--- src/rtl/lane_align_pkg.sv ---
package lane_align_pkg;
  localparam int NUM_LANES = 4;

  typedef enum logic [1:0] {
    SZ_BYTE = 2'b00,
    SZ_HALF = 2'b01,
    SZ_WORD = 2'b10,
    SZ_RSVD = 2'b11
  } acc_size_e;

  // Steering controls; all-zero means word pass-through with no copy path.
  typedef struct packed {
    logic                 st_l1_from_l0;
    logic                 st_l2_from_l0;
    logic                 st_l3_from_l1;
    logic                 ld_l0_from_l1;
    logic                 ld_l0_from_l2;
    logic                 ld_l1_from_l3;
    logic                 ext_byte;
    logic                 ext_half;
    logic                 ext_signed;
    logic [NUM_LANES-1:0] lane_en;
    logic                 fault;
  } steer_ctrl_t;
endpackage

--- src/rtl/lane_ctrl_decode.sv ---
module lane_ctrl_decode
  import lane_align_pkg::*;
(
  input  logic        is_store,
  input  acc_size_e   size,
  input  logic [1:0]  addr_lo,
  input  logic        signed_ld,
  output steer_ctrl_t ctrl
);
  logic is_b, is_h, is_w, bad, at2, at3;

  always_comb begin
    is_b = (size == SZ_BYTE);
    is_h = (size == SZ_HALF);
    is_w = (size == SZ_WORD);
    bad  = (size == SZ_RSVD) || (is_h && addr_lo[0]);
    at2  = (addr_lo == 2'd2);
    at3  = (addr_lo == 2'd3);
  end

  // Per-lane strobes
  for (genvar i = 0; i < NUM_LANES; i++) begin : g_lane_en
    localparam logic [1:0] LANE_IDX = 2'(i);
    assign ctrl.lane_en[i] = !bad &&
      ((is_b && addr_lo == LANE_IDX) ||
       (is_h && addr_lo[1] == LANE_IDX[1]) ||
       is_w);
  end

  // Store copy paths (upward), chained for offset 3
  assign ctrl.st_l1_from_l0 = !bad && is_store && is_b && addr_lo[0];
  assign ctrl.st_l2_from_l0 = !bad && is_store && (is_b || is_h) && at2;
  assign ctrl.st_l3_from_l1 = !bad && is_store && ((is_b && at3) || (is_h && addr_lo[1]));

  // Load copy paths (downward), chained for offset 3
  assign ctrl.ld_l0_from_l1 = !bad && !is_store && is_b && addr_lo[0];
  assign ctrl.ld_l0_from_l2 = !bad && !is_store && (is_b || is_h) && at2;
  assign ctrl.ld_l1_from_l3 = !bad && !is_store && ((is_b && at3) || (is_h && addr_lo[1]));

  assign ctrl.ext_byte   = is_b;
  assign ctrl.ext_half   = is_h;
  assign ctrl.ext_signed = signed_ld;
  assign ctrl.fault      = bad;
endmodule

--- src/rtl/lane_store_steer.sv ---
module lane_store_steer
  import lane_align_pkg::*;
#(
  parameter int LANE_W = 8,
  localparam int BUS_W = NUM_LANES * LANE_W
)(
  input  steer_ctrl_t       ctrl,
  input  logic [BUS_W-1:0]  src,
  output logic [BUS_W-1:0]  dst
);
  logic [LANE_W-1:0] p0, p1, p2, p3, d0, d1, d2, d3;

  always_comb begin
    {p3, p2, p1, p0} = src;
    d0 = p0;
    d1 = ctrl.st_l1_from_l0 ? d0 : p1;
    d2 = ctrl.st_l2_from_l0 ? d0 : p2;
    d3 = ctrl.st_l3_from_l1 ? d1 : p3;   // second hop for offset 3
    dst = {d3, d2, d1, d0};
  end
endmodule

--- src/rtl/lane_load_steer.sv ---
module lane_load_steer
  import lane_align_pkg::*;
#(
  parameter int LANE_W = 8,
  localparam int BUS_W = NUM_LANES * LANE_W
)(
  input  steer_ctrl_t       ctrl,
  input  logic [BUS_W-1:0]  src,
  output logic [BUS_W-1:0]  dst
);
  logic [LANE_W-1:0] d0, d1, d2, d3, q0, q1;
  logic              fill_b, fill_h;

  always_comb begin
    {d3, d2, d1, d0} = src;
    q1 = ctrl.ld_l1_from_l3 ? d3 : d1;
    q0 = ctrl.ld_l0_from_l1 ? q1 : (ctrl.ld_l0_from_l2 ? d2 : d0);
    fill_b = ctrl.ext_signed && q0[LANE_W-1];
    fill_h = ctrl.ext_signed && q1[LANE_W-1];
    if (ctrl.ext_byte)
      dst = {{(BUS_W-LANE_W){fill_b}}, q0};
    else if (ctrl.ext_half)
      dst = {{(BUS_W-2*LANE_W){fill_h}}, q1, q0};
    else
      dst = {d3, d2, q1, q0};
  end
endmodule

--- src/rtl/lane_align_unit.sv ---
module lane_align_unit
  import lane_align_pkg::*;
#(
  parameter int LANE_W = 8,
  localparam int BUS_W = NUM_LANES * LANE_W
)(
  input  logic                 clk,
  input  logic                 rst,
  input  logic                 start,
  input  logic                 is_store,
  input  logic [1:0]           size,
  input  logic [1:0]           addr_lo,
  input  logic                 signed_ld,
  input  logic [BUS_W-1:0]     cpu_wdata,
  input  logic [BUS_W-1:0]     bus_rdata,
  output logic [BUS_W-1:0]     bus_wdata,
  output logic [BUS_W-1:0]     cpu_rdata,
  output logic [NUM_LANES-1:0] byte_sel,
  output logic                 misalign
);
  steer_ctrl_t      ctrl_d, ctrl_q;
  logic [BUS_W-1:0] wdata_q, rdata_q;

  lane_ctrl_decode u_dec (
    .is_store  (is_store),
    .size      (acc_size_e'(size)),
    .addr_lo   (addr_lo),
    .signed_ld (signed_ld),
    .ctrl      (ctrl_d)
  );

  // Capture stage: controls reset to the no-copy state
  always_ff @(posedge clk) begin
    if (rst) begin
      ctrl_q  <= '0;
      wdata_q <= '0;
      rdata_q <= '0;
    end else if (start) begin
      ctrl_q  <= ctrl_d;
      wdata_q <= cpu_wdata;
      rdata_q <= bus_rdata;
    end
  end

  lane_store_steer #(.LANE_W(LANE_W)) u_st (
    .ctrl (ctrl_q), .src (wdata_q), .dst (bus_wdata)
  );

  lane_load_steer #(.LANE_W(LANE_W)) u_ld (
    .ctrl (ctrl_q), .src (rdata_q), .dst (cpu_rdata)
  );

  assign byte_sel = ctrl_q.lane_en;
  assign misalign = ctrl_q.fault;

  // Strobe count is 0, 1, 2 or 4, never 3
  p_sel_count_r1: assert property (@(posedge clk) disable iff (rst)
    $countones(byte_sel) != 3);

  p_misalign_r7: assert property (@(posedge clk) disable iff (rst)
    (start && size == 2'b01 && addr_lo[0]) |=> (misalign && byte_sel == '0));

  p_word_sel_r5: assert property (@(posedge clk) disable iff (rst)
    (start && size == 2'b10) |=> (byte_sel == '1 && !misalign));

  p_load_nocopy_r6: assert property (@(posedge clk) disable iff (rst)
    (start && !is_store) |=> (bus_wdata == $past(cpu_wdata)));

  p_hold_r8: assert property (@(posedge clk) disable iff (rst)
    !start |=> ($stable(byte_sel) && $stable(misalign) &&
                $stable(bus_wdata) && $stable(cpu_rdata)));

  p_reset_r9: assert property (@(posedge clk)
    rst |=> (byte_sel == '0 && !misalign && cpu_rdata == '0 && bus_wdata == '0));
endmodule

--- config.mk ---
export PLATFORM = sky130hd
export DESIGN_NAME = lane_align_unit
export DESIGN_NICKNAME = d
export VERILOG_FILES = /design/src/rtl/lane_align_pkg.sv /design/src/rtl/lane_ctrl_decode.sv /design/src/rtl/lane_store_steer.sv /design/src/rtl/lane_load_steer.sv /design/src/rtl/lane_align_unit.sv
export SDC_FILE = /design/constraint.sdc
export NUM_CORES = 1
export LEC_CHECK = 0
export ABC_AREA = 1
export BUFFER_PORTS_ARGS = -buffer_cell sky130_fd_sc_hd__buf_2
export CORE_ASPECT_RATIO = 0.6
export CORE_MARGIN = 2
export CORE_UTILIZATION = 40
export DETAILED_ROUTE_END_ITERATION = 8
export PLACE_DENSITY = 0.67
export RECOVER_POWER = 25
export SYNTH_ARGS = -nofsm -noshare
export SYNTH_HDL_FRONTEND = slang
export SYNTH_SLANG_ARGS = --single-unit
--- constraint.sdc ---
create_clock -name clk -period 2.1 [get_ports clk]
set_input_delay 0.525 -clock clk [delete_from_list [all_inputs] [get_ports clk]]
set_output_delay 0.525 -clock clk [all_outputs]
set_load 0.05 [all_outputs]
# Word-level counts from Yosys, hierarchy flattened
# Cells that the tools add are included.
[totals]
register_bits = 78
input_bits = 73
out_inout_bits = 69
word_cells = 67
[classes]
n_eq_ne = 6
n_mux = 8
n_bitwise = 1
reduce_logical = 39
[ops]
columns = ["operator", "n"]
rows = [
  ["$mux W32", 2],
  ["$mux W8", 6],
  ["$logic_and A1 B1 Y1", 25],
  ["$logic_or A1 B1 Y1", 10],
  ["$eq A2 B2 Y1 const B", 4],
  ["$eq A2 B1 Y1 const B", 2],
  ["$logic_not A2 Y1", 2],
  ["$logic_not A1 Y1", 2],
  ["$not A1 Y1", 1],
]

# Depth between registers and ports, before layout
[depth]
word_depth = 7
depth_mapped = 7

# Modules after synthesis
# Synthesis repeated with hierarchy kept, for this count alone.
[unflattened]
cells_unflattened = 775
area_unflattened_um2 = 4605.7
[by_module_without_submodules]
columns = ["mod", "n_inst", "cells_each", "area_per_inst_um2", "seq_area_each_um2"]
rows = [
  ["lane_align_unit", 1, 498, 3193.1, 1561.5],
  ["lane_load_steer", 1, 149, 760.7, 0.0],
  ["lane_store_steer", 1, 94, 489.2, 0.0],
  ["lane_ctrl_decode", 1, 34, 162.7, 0.0],
]

# Worst setup path after synthesis
# Ideal clock, no wire load.
[synth_path]
path_type = "register -> output"
startpoint = "reg ctrl_q[13] (netlist bit)"
endpoint = "out bus_wdata[24]"
t_arrival_ps = 2026
setup_slack_ps = -451
stages_incl_launch_ff = 3
cell_sequence = "dfxtp_1 > o21ai_0 > mux2_2"
[synth_via]
elab_chain_cells = 2
[synth_lines]
columns = ["item", "line_no", "source"]
rows = [
  ["from (decl)", "lane_align_unit.sv:21", "steer_ctrl_t ctrl_d, ctrl_q;"],
  ["from (signal assigned)", "lane_align_unit.sv:39", "ctrl_q <= ctrl_d;"],
  ["$mux W8", "lane_store_steer.sv:16", "d1 = ctrl.st_l1_from_l0 ? d0 : p1;"],
  ["net bus_wdata[8]", "lane_align_unit.sv:16", "output logic [BUS_W-1:0] bus_wdata,"],
  ["$mux W8", "lane_store_steer.sv:18", "d3 = ctrl.st_l3_from_l1 ? d1 : p3;"],
  ["to (decl)", "lane_align_unit.sv:16", ""],
]
# The timed path passes the listed nets, and every way through them passes these cells.

# Final worst setup path
[layout_path]
startpoint = "reg rdata_q[15]"
endpoint = "out cpu_rdata[25]"
[layout_via]
elab_chain_cells = 4
[layout_lines]
columns = ["item", "line_no", "source"]
rows = [
  ["from (decl)", "lane_align_unit.sv:22", "logic [BUS_W-1:0] wdata_q, rdata_q;"],
  ["from (signal assigned)", "lane_align_unit.sv:41", "rdata_q <= bus_rdata;"],
  ["$mux W8 (*)", "lane_load_steer.sv:16", "q1 = ctrl.ld_l1_from_l3 ? d3 : d1;"],
  ["$logic_and A1 B1 Y1 / $mux W8 (equally long branches)", "lane_load_steer.sv:19, lane_load_steer.sv:17", ""],
  ["$mux W32 / $logic_and A1 B1 Y1 (equally long branches)", "lane_load_steer.sv:22, lane_load_steer.sv:18", ""],
  ["$mux W32 (*)", "lane_load_steer.sv:20", "if (ctrl.ext_byte)"],
  ["to (decl)", "lane_align_unit.sv:17", "output logic [BUS_W-1:0] cpu_rdata,"],
]
# Every way passes the cells marked *; elsewhere a longest branch is shown, timed or not.

==> results.cfg <==
[clocking]
clk_latency_ns = 0.32
clkTransAtPathRegs_ns = 0.06
cts_tree = yes
numCtsBuffers = 9
root_buffer = clkbuf_16
cts.sinks = 78
clockBufferDepth = 2
htree_num_levels = 3

[sta]
fmax_mhz = 475
finalMaxSlewViolations = 0
grt_setup_unrepaired = yes
period_needed_ns = 2.11
clock_skew_ns = 0
finalHoldViolations = 0
period_share_pct = 100
setup_violations = 2
tightestPinTransition_ns = 1.23
maxSlewHeadroom_pct = 18.1
fin_ws_ns = -0.00722

[power_and_ir_drop]
irDropWorstVdd_v = 0.000440
p_leak_uw = 0.00259
p_per_area_nw_per_um2 = 805

[finish]
synthToLayoutAreaGrowth_pct = 40.7
final_util_pct = 58.0
n_antenna_cell = 0
drive_gt1_share_pct = 34.7
instances_no_fill = 802
fin_nets = 741
final_cell_mix = 113 x buf_2, 105 x nand2_1, 103 x nor2_1
design_area_um2 = 5330
n_fill_cell = 856
final_common_cell = buf_2

[setup_path]
critPathKind = reg -> out
critPathMaxFanout = 6
start_kind = register
crit_path_end_kind = output port
reg2reg_slack_ns = 1.15
max_stage_delay_ns = 0.45
crit_chain = o21ai_4, nand2_2, nand3_4, clkbuf_16, nand2_1, buf_6
cp_slowest_cell = dfxtp_1
arrival_ns = 1.58
cp.required_ns = 1.57

[placed_design]
place_area_um2 = 4470
io_buffers = 141
place_inst = 781
dp_hpwl_um = 8230
place.gp.congestion = 0.913

[yosys]
synth_area_um2 = 3790
synth_top_area_share_pct = 41.2
netlist_top_cells_area = dfxtp_1 41%, o21ai_0 12%, nand2_1 12%
seq_area_frac_synth_pct = 41.2
synth_area_leader_cell = dfxtp_1
synth_cell_types = 26
avgSynthCellArea_um2 = 6.96
syn_inst = 544
yosys_warnings = 0
ys_ff_latch = 78
synth.net_count = 617

[global_route]
grt_pass1_vias = 3509
grtUsageTotal_pct = 22.3
grt_max_degree = 51
antenna_found_initial = 0
grt_pass1_wl_um = 17700
grt_overflow = 0

[outcome]
violations = negative setup slack
status = complete, but fails checks

[floorplan]
coreArea_um2 = 9190
die_w_um = 130
row_count = 27
die_h_um = 79.4
die_area_um2 = 10300
ioPinCount = 142
start_util_pct = 41.2

[route]
first_pass_iters = 5
antenna_left = 0
routed-via-count = 3945
drc = 0
viasPerCell = 4.92
wl_um = 11900
drtIter0Drc = 291
routedWlPerCell_um = 14.8

[run]
maxCapViolations = 0

[min_path]
worstHoldPathType = in -> reg
==> power by group <==
group	internal, uW	switching, uW	total [uW]
Combinational	321	656	976
Sequential	1570	80.7	1650
Clock	1090	562	1660
==> per-stage QoR <==
stage               hold WS, ns  total power (uW)  TNS (ns)  worst slack (ns)
finish                    0.418              4290   -0.0124          -0.00722
global route              0.410              4470    -0.797           -0.0674
CTS                       0.408              4220         0           0.00231
detailed placement        0.446              2530         0             0.150
global placement          0.438              2520         0             0.167
floorplan                 0.429              2310    -0.664           -0.0882
==> layout make-up <==
type                       count  area, um2  area share (%)
clock buffer                  11        253            4.74
clock inverter                 4       70.1            1.32
inverter                      31        125            2.35
multi-input combinational    387       2000            37.5
sequential                    78       1580            29.6
tap                          130        163            3.05
timing repair buffer         161       1140            21.5
==> per-layer routing <==
metal	track usage [%]	up-vias	wire, um
li1	-	1987	-
met1	34.1	1804	6120
met2	30.7	148	4810
met3	5.93	6	890
met4	5.27	0	61
met5	0	-	0
==> synthesized netlist by cell type <==
library cell    n
o21ai_2         1
a31oi_1         2
nand3_2         1
nand2_2         6
inv_2           3
buf_8           1
nor2_1        103
clkbuf_1       13
a21oi_1        40
buf_2           8
o211ai_4        1
inv_1          27
and2_1          1
o21ai_1         4
buf_1           1
buf_4          19
nand2_1       118
inv_6           1
buf_6           6
mux2_2          8
mux2i_1         7
o21ai_0        89
o211ai_1        1
dfxtp_1        78
nor2_2          1
nand3_1         4
==> flip-flops by register name (all words and copies together), names as in the netlist <==
| register | count |
|---|---|
| misalign | 1 |
| rdata_q | 32 |
| byte_sel | 4 |
| ctrl_q | 9 |
| wdata_q | 32 |
==> timing repair <==
item,CTS,global route
gates resized for setup,20,116
setup endpoints to repair,36,39
hold buffers,0,0
setup buffers,1,2
cloned,0,3
pin swaps,1,12
==> critical path, delay by kind of cell (launching register included) <==
| kind | cells | cell delay (ns) |
|---|---|---|
| DFF | 1 | 0.45 |
| buffers and inverters | 2 | 0.37 |
| and+or+nand+nor | 3 | 0.33 |
| AOI/OAI and AO/OA | 1 | 0.10 |
==> worst paths after layout <==
| check | start | to | cells past startpoint |
|---|---|---|---|
| max | rdata_q[15] | cpu_rdata[25] | 6 |
| min | cpu_wdata[27] | wdata_q[27] | 3 |
| max reg2reg | ctrl_q[8] | ctrl_q[8] | 3 |
| min reg2reg | wdata_q[12] | wdata_q[12] | 2 |
==> logic make-up (layout without fill, tap and decap cells) <==
group | count (synthesis) | in the layout | share of synthesized area [%]
multiplexers | 15 | 15 | 4.23
AO/OA/AOI/OAI | 138 | 138 | 18.9
buffers and inverters | 79 | 207 | 11.6
AND/OR/NAND/NOR | 234 | 234 | 24.0
flip-flops | 78 | 78 | 41.2
Note: power is estimated with default switching activity, not from simulation.
